File: src/rtl/link_host_pkg.sv
package link_host_pkg;
  typedef enum logic [1:0] {
    SEL_IN_DATA  = 2'd0,
    SEL_OUT_DATA = 2'd1,
    SEL_IN_STAT  = 2'd2,
    SEL_OUT_STAT = 2'd3
  } reg_sel_e;

  localparam int unsigned STAT_FLAG_BIT = 0;
  localparam int unsigned STAT_IE_BIT   = 1;
endpackage

File: src/rtl/link_rx_side.sv
module link_rx_side #(
  parameter int unsigned DW = 8
) (
  input  logic          clk_i,
  input  logic          rst_ni,
  input  logic          load_i,
  input  logic [DW-1:0] load_data_i,
  input  logic          take_i,
  input  logic          ie_we_i,
  input  logic          ie_d_i,
  output logic [DW-1:0] data_o,
  output logic          present_o,
  output logic          ie_o,
  output logic          irq_o
);
  logic [DW-1:0] data_q;
  logic          present_q, ie_q;

  always_ff @(posedge clk_i or negedge rst_ni) begin
    if (!rst_ni) begin
      data_q    <= '0;
      present_q <= 1'b0;
      ie_q      <= 1'b0;
    end else begin
      if (load_i) data_q <= load_data_i;
      // new arrival wins over a concurrent host read
      if (load_i)      present_q <= 1'b1;
      else if (take_i) present_q <= 1'b0;
      if (ie_we_i) ie_q <= ie_d_i;
    end
  end

  assign data_o    = data_q;
  assign present_o = present_q;
  assign ie_o      = ie_q;
  assign irq_o     = present_q & ie_q;
endmodule

File: src/rtl/link_tx_side.sv
module link_tx_side #(
  parameter int unsigned DW = 8
) (
  input  logic          clk_i,
  input  logic          rst_ni,
  input  logic          wr_i,
  input  logic [DW-1:0] wr_data_i,
  input  logic          ack_i,
  input  logic          ie_we_i,
  input  logic          ie_d_i,
  output logic          tx_start_o,
  output logic [DW-1:0] tx_data_o,
  output logic          ready_o,
  output logic          ie_o,
  output logic          irq_o
);
  logic [DW-1:0] data_q;
  logic          start_q, ready_q, ie_q;

  always_ff @(posedge clk_i or negedge rst_ni) begin
    if (!rst_ni) begin
      data_q  <= '0;
      start_q <= 1'b0;
      ready_q <= 1'b1;
      ie_q    <= 1'b0;
    end else begin
      start_q <= wr_i;
      if (wr_i) data_q <= wr_data_i;
      // write wins over a same-cycle ack; ack while ready is a no-op
      if (wr_i)       ready_q <= 1'b0;
      else if (ack_i) ready_q <= 1'b1;
      if (ie_we_i) ie_q <= ie_d_i;
    end
  end

  assign tx_start_o = start_q;
  assign tx_data_o  = data_q;
  assign ready_o    = ready_q;
  assign ie_o       = ie_q;
  assign irq_o      = ready_q & ie_q;
endmodule

File: src/rtl/link_host_regs.sv
module link_host_regs
  import link_host_pkg::*;
#(
  parameter int unsigned DW = 8
) (
  input  logic          clk_i,
  input  logic          rst_ni,
  input  logic          cs_i,
  input  logic          rnw_i,
  input  logic [1:0]    sel_i,
  input  logic [DW-1:0] wdata_i,
  output logic [DW-1:0] rdata_o,
  input  logic          rx_valid_i,
  input  logic [DW-1:0] rx_data_i,
  output logic          tx_start_o,
  output logic [DW-1:0] tx_data_o,
  input  logic          tx_ack_i,
  output logic          in_irq_o,
  output logic          out_irq_o
);
  logic          rd, wr;
  reg_sel_e      sel;
  logic [DW-1:0] in_data;
  logic          in_present, in_ie, out_ready, out_ie;

  assign sel = reg_sel_e'(sel_i);
  assign rd  = cs_i & rnw_i;
  assign wr  = cs_i & ~rnw_i;

  function automatic logic [DW-1:0] pack_stat(input logic flag, input logic ie);
    logic [DW-1:0] v;
    v = '0;
    v[STAT_FLAG_BIT] = flag;
    v[STAT_IE_BIT]   = ie;
    return v;
  endfunction

  link_rx_side #(.DW(DW)) u_rx (
    .clk_i      (clk_i),
    .rst_ni     (rst_ni),
    .load_i     (rx_valid_i),
    .load_data_i(rx_data_i),
    .take_i     (rd && sel == SEL_IN_DATA),
    .ie_we_i    (wr && sel == SEL_IN_STAT),
    .ie_d_i     (wdata_i[STAT_IE_BIT]),
    .data_o     (in_data),
    .present_o  (in_present),
    .ie_o       (in_ie),
    .irq_o      (in_irq_o)
  );

  link_tx_side #(.DW(DW)) u_tx (
    .clk_i     (clk_i),
    .rst_ni    (rst_ni),
    .wr_i      (wr && sel == SEL_OUT_DATA),
    .wr_data_i (wdata_i),
    .ack_i     (tx_ack_i),
    .ie_we_i   (wr && sel == SEL_OUT_STAT),
    .ie_d_i    (wdata_i[STAT_IE_BIT]),
    .tx_start_o(tx_start_o),
    .tx_data_o (tx_data_o),
    .ready_o   (out_ready),
    .ie_o      (out_ie),
    .irq_o     (out_irq_o)
  );

  always_comb begin
    rdata_o = '0;
    if (rd) begin
      unique case (sel)
        SEL_IN_DATA:  rdata_o = in_data;
        SEL_OUT_DATA: rdata_o = '0;
        SEL_IN_STAT:  rdata_o = pack_stat(in_present, in_ie);
        SEL_OUT_STAT: rdata_o = pack_stat(out_ready, out_ie);
        default:      rdata_o = '0;
      endcase
    end
  end
endmodule

File: config.mk
export PLATFORM = sky130hd
export DESIGN_NAME = link_host_regs
export DESIGN_NICKNAME = d
export VERILOG_FILES = /design/src/rtl/link_host_pkg.sv /design/src/rtl/link_rx_side.sv /design/src/rtl/link_tx_side.sv /design/src/rtl/link_host_regs.sv
export SDC_FILE = /design/constraint.sdc
export NUM_CORES = 1
export LEC_CHECK = 0
export BUFFER_PORTS_ARGS = -buffer_cell sky130_fd_sc_hd__buf_2
export CORE_UTILIZATION = 45
export CTS_BUF_LIST = sky130_fd_sc_hd__clkbuf_16
export CTS_CLUSTER_DIAMETER = 50
export DETAILED_ROUTE_END_ITERATION = 8
export PLACE_DENSITY = 0.86
export SYNTH_ARGS = -nofsm -noshare
export SYNTH_HDL_FRONTEND = slang
export SYNTH_HIERARCHICAL = 1
export SYNTH_SLANG_ARGS = --single-unit
File: constraint.sdc
create_clock -name clk_i -period 1 [get_ports clk_i]
set_input_delay 0.05 -clock clk_i [delete_from_list [all_inputs] [get_ports clk_i]]
set_output_delay 0.05 -clock clk_i [all_outputs]
set_load 0.01 [all_outputs]
==> metrics.txt <==
Initial Util=approximately 49%; clk sink count=21; Post-synth EDFFs=0; worst slew pin tran=0.465 ns; maximum vdd drop=about 0.88 mV; WL/cell=~13 µm; # fillers=154; IO buf count=42; CTS root buf=clkbuf_16; fin crit period=1.28 ns; Max Cap Viol=0; post-synthesis xor/xnor area fraction=0%; Clock Pin Slew Worst Setup and Hold Paths=0.05 ns; Tcrit/Tclk final=128%; pwr dens=1750 nW/µm²; Final Setup Violations=4; Mapped Cells=65; Placed Area=1250 µm²; first-pass GRT wire length=3.40 mm; failing checks=negative setup slack; Seq/Total Area, Yosys=approximately 54%; critical path, cell by cell=mux2i_2 -> a211oi_2 -> buf_2; most common cell in the netlist=dfrtp_1; number of global-route vias before repair=782; num ports=43; H-tree depth=1; HP Class=in -> reg; Synth top cells by count=dfrtp_1 (20), mux2_4 (16), and2_1 (8); register bit total from synthesis=21; Worst-Skew Late Latency=0.25 ns; Synth area leader=dfrtp_1; core area=2000 µm²; Syn Nets=89; final count of hold timing violations=0; mux contribution to synthesized area=29.0%; Reg power frac=43.4%; number of antenna violations at the first check in global routing=0; design area=1390 µm²; main area contributors after synthesis=dfrtp_1 (51%), mux2_4 (25%), and2_1 (5.1%), dfstp_2 (2.7%), buf_6 (2.3%); cell row count=16; Clock Skews=0 ns; routed wire length=between 1.5 and 2 mm; WS Path Type=reg -> out; synthesized area=973 µm²; R2R setup slack=~0.09 ns; Final ANT Viol Nets=0; slowest CP cell=dfstp_2; Die Y=between 40 and 50 µm; die area=2350 µm²; critical path fanouts, max=2; switching share of total power=23.2%; crit end category=output pin; maximum root-to-sink buffer count=2; pin count of the biggest net entering global routing=22; CP max stage delay=~0.53 ns; Rel. slew slack=69.0%; Die W=48.5 µm; Post-route DRC=0; status=finished, violations left; antenna diode count=0; Pre-antenna DRT Iters=4; Overflow after GRT=0; simple-gate area share of the yosys netlist=9.25%; largest family of logic cells by synthesized area=multiplexers; Slew Viols, Final=0; total CTS buffers=3; Final nets=145; P&R area growth vs syn=42.3%; Lkg Pwr=0.000729 µW; average cell area after synthesis=15.0 µm²; PnR worst setup slack=-0.283 ns; async set-reset flop share out of synthesis=between 90% and 100%; Compound-Gate Fraction of Synth Area=4.50%; Internal=approximately 1900 µW; CTS tree=done; share of the synthesized area in the top cell type=51.4%; GRT Util Overall=18.9%; Final HPWL DP=1.39 mm; Netlist cell types=17; Final TNS setup=-0.674 ns; Worst Path Arrival=between 1 and 1.5 ns; layout cell share with drive strength beyond 1=67.5%; combinational power share=around 23%; Iteration-0 DRC Markers=6; Clk pwr share=33.4%; CP startpoint kind=flip-flop; routability cong.=0.766; Vias/cell=roughly 5; unrepaired setup endpoints after global routing=true; vias=722; Synth warnings=6; NetSw=between 500 and 600 µW; Main synth FF type=dfrtp_1; Crit path required time=0.95 ns; Synth Area in Adders=0%; Max Fclk=about 780 MHz
## power by group through the flow
stage                     clock (µW)  combinational, µW  sequential (µW)
after global placement             0                476             1060
after floorplan                    0                251             1090
after detailed placement           0                494             1060
final                            809                562             1050
after CTS                        829                538             1050
after global routing             873                601             1070
## sequential cells by signal, indices dropped and copies added (netlist names)
name             count
u_rx/data_o          8
u_rx/ie_o            1
u_rx/present_o       1
u_tx/ie_o            1
u_tx/ready_o         1
u_tx/tx_data_o       8
u_tx/tx_start_o      1
## per-stage QoR
step                power [µW]  hold slack [ns]  cells  setup slack [ns]  util (%)
finish                    2420           0.0298    147            -0.283      69.2
global route              2540           0.0257    147            -0.324      69.2
CTS                       2420           0.0270    147            -0.279      68.3
detailed placement        1550           0.0283    139            -0.129      62.6
global placement          1530           0.0127    139           -0.0959      62.6
floorplan                 1340           -0.246     65           0.00838         -
## layer usage
layer	vias to the layer above	GRT usage, %	wire length (µm)
met5	-	0	0
met4	0	7.35	31
met3	4	4.40	138
met2	34	33.1	936
met1	347	22.4	877
li1	337	-	-
## cells in the final DEF, fill, tap and decap left out, types with 2 or more instances in the layout
master     Yosys  final
a21oi_1        2      2
and2_1         8      7
and3_1         2      2
buf_2          0     41
buf_4          0      9
buf_6          2      2
clkbuf_16      0      3
dfrtp_1       20     20
inv_1          2      3
mux2_2         2      2
mux2_4        16     16
## kinds of logic after synthesis
family / after synthesis
mux: 20
compound gates: 6
buf+inv: 4
flops: 21
simple gates: 14
## final cells by class
type | count | area [µm²] | area share (%)
sequential | 21 | 527 | 38.0
timing repair buffer | 53 | 305 | 22.0
clock inverter | 1 | 3.75 | 0.271
inverter | 2 | 7.51 | 0.542
tap | 27 | 33.8 | 2.44
multi-input combinational | 40 | 433 | 31.3
clock buffer | 3 | 75.1 | 5.42
## critical path: cells and delay by family, from the launching register on
kind / cells / cell delay [ns]
flip-flops: 1 / 0.53
multiplexers: 1 / 0.07
buffers and inverters: 1 / 0.16
AO/OA/AOI/OAI: 1 / 0.23
## timing repair
item / 4_1_cts / 5_1_grt
hold buffers: 1 / 0
setup endpoints to repair: 3 / 4
pin swaps: 2 / 1
setup buffers: 3 / 0
resized for setup: 1 / 4
hold endpoints to repair: 20 / 0
cloned: 0 / 0
## worst paths after layout
check | from | cells past startpoint | end
setup / recovery | u_tx/ready_o | 3 | rdata_o[0]
hold / removal | rx_data_i[3] | 2 | u_rx/data_o[3]
setup reg to reg | u_rx/data_o[1] | 2 | u_rx/data_o[1]
hold reg to reg | u_tx/tx_data_o[2] | 1 | u_tx/tx_data_o[2]
max in group asynchronous | rst_ni | 2 | u_tx/ready_o
min in group asynchronous | rst_ni | 2 | u_tx/tx_data_o[7]
(Power assumes the default switching activity.)
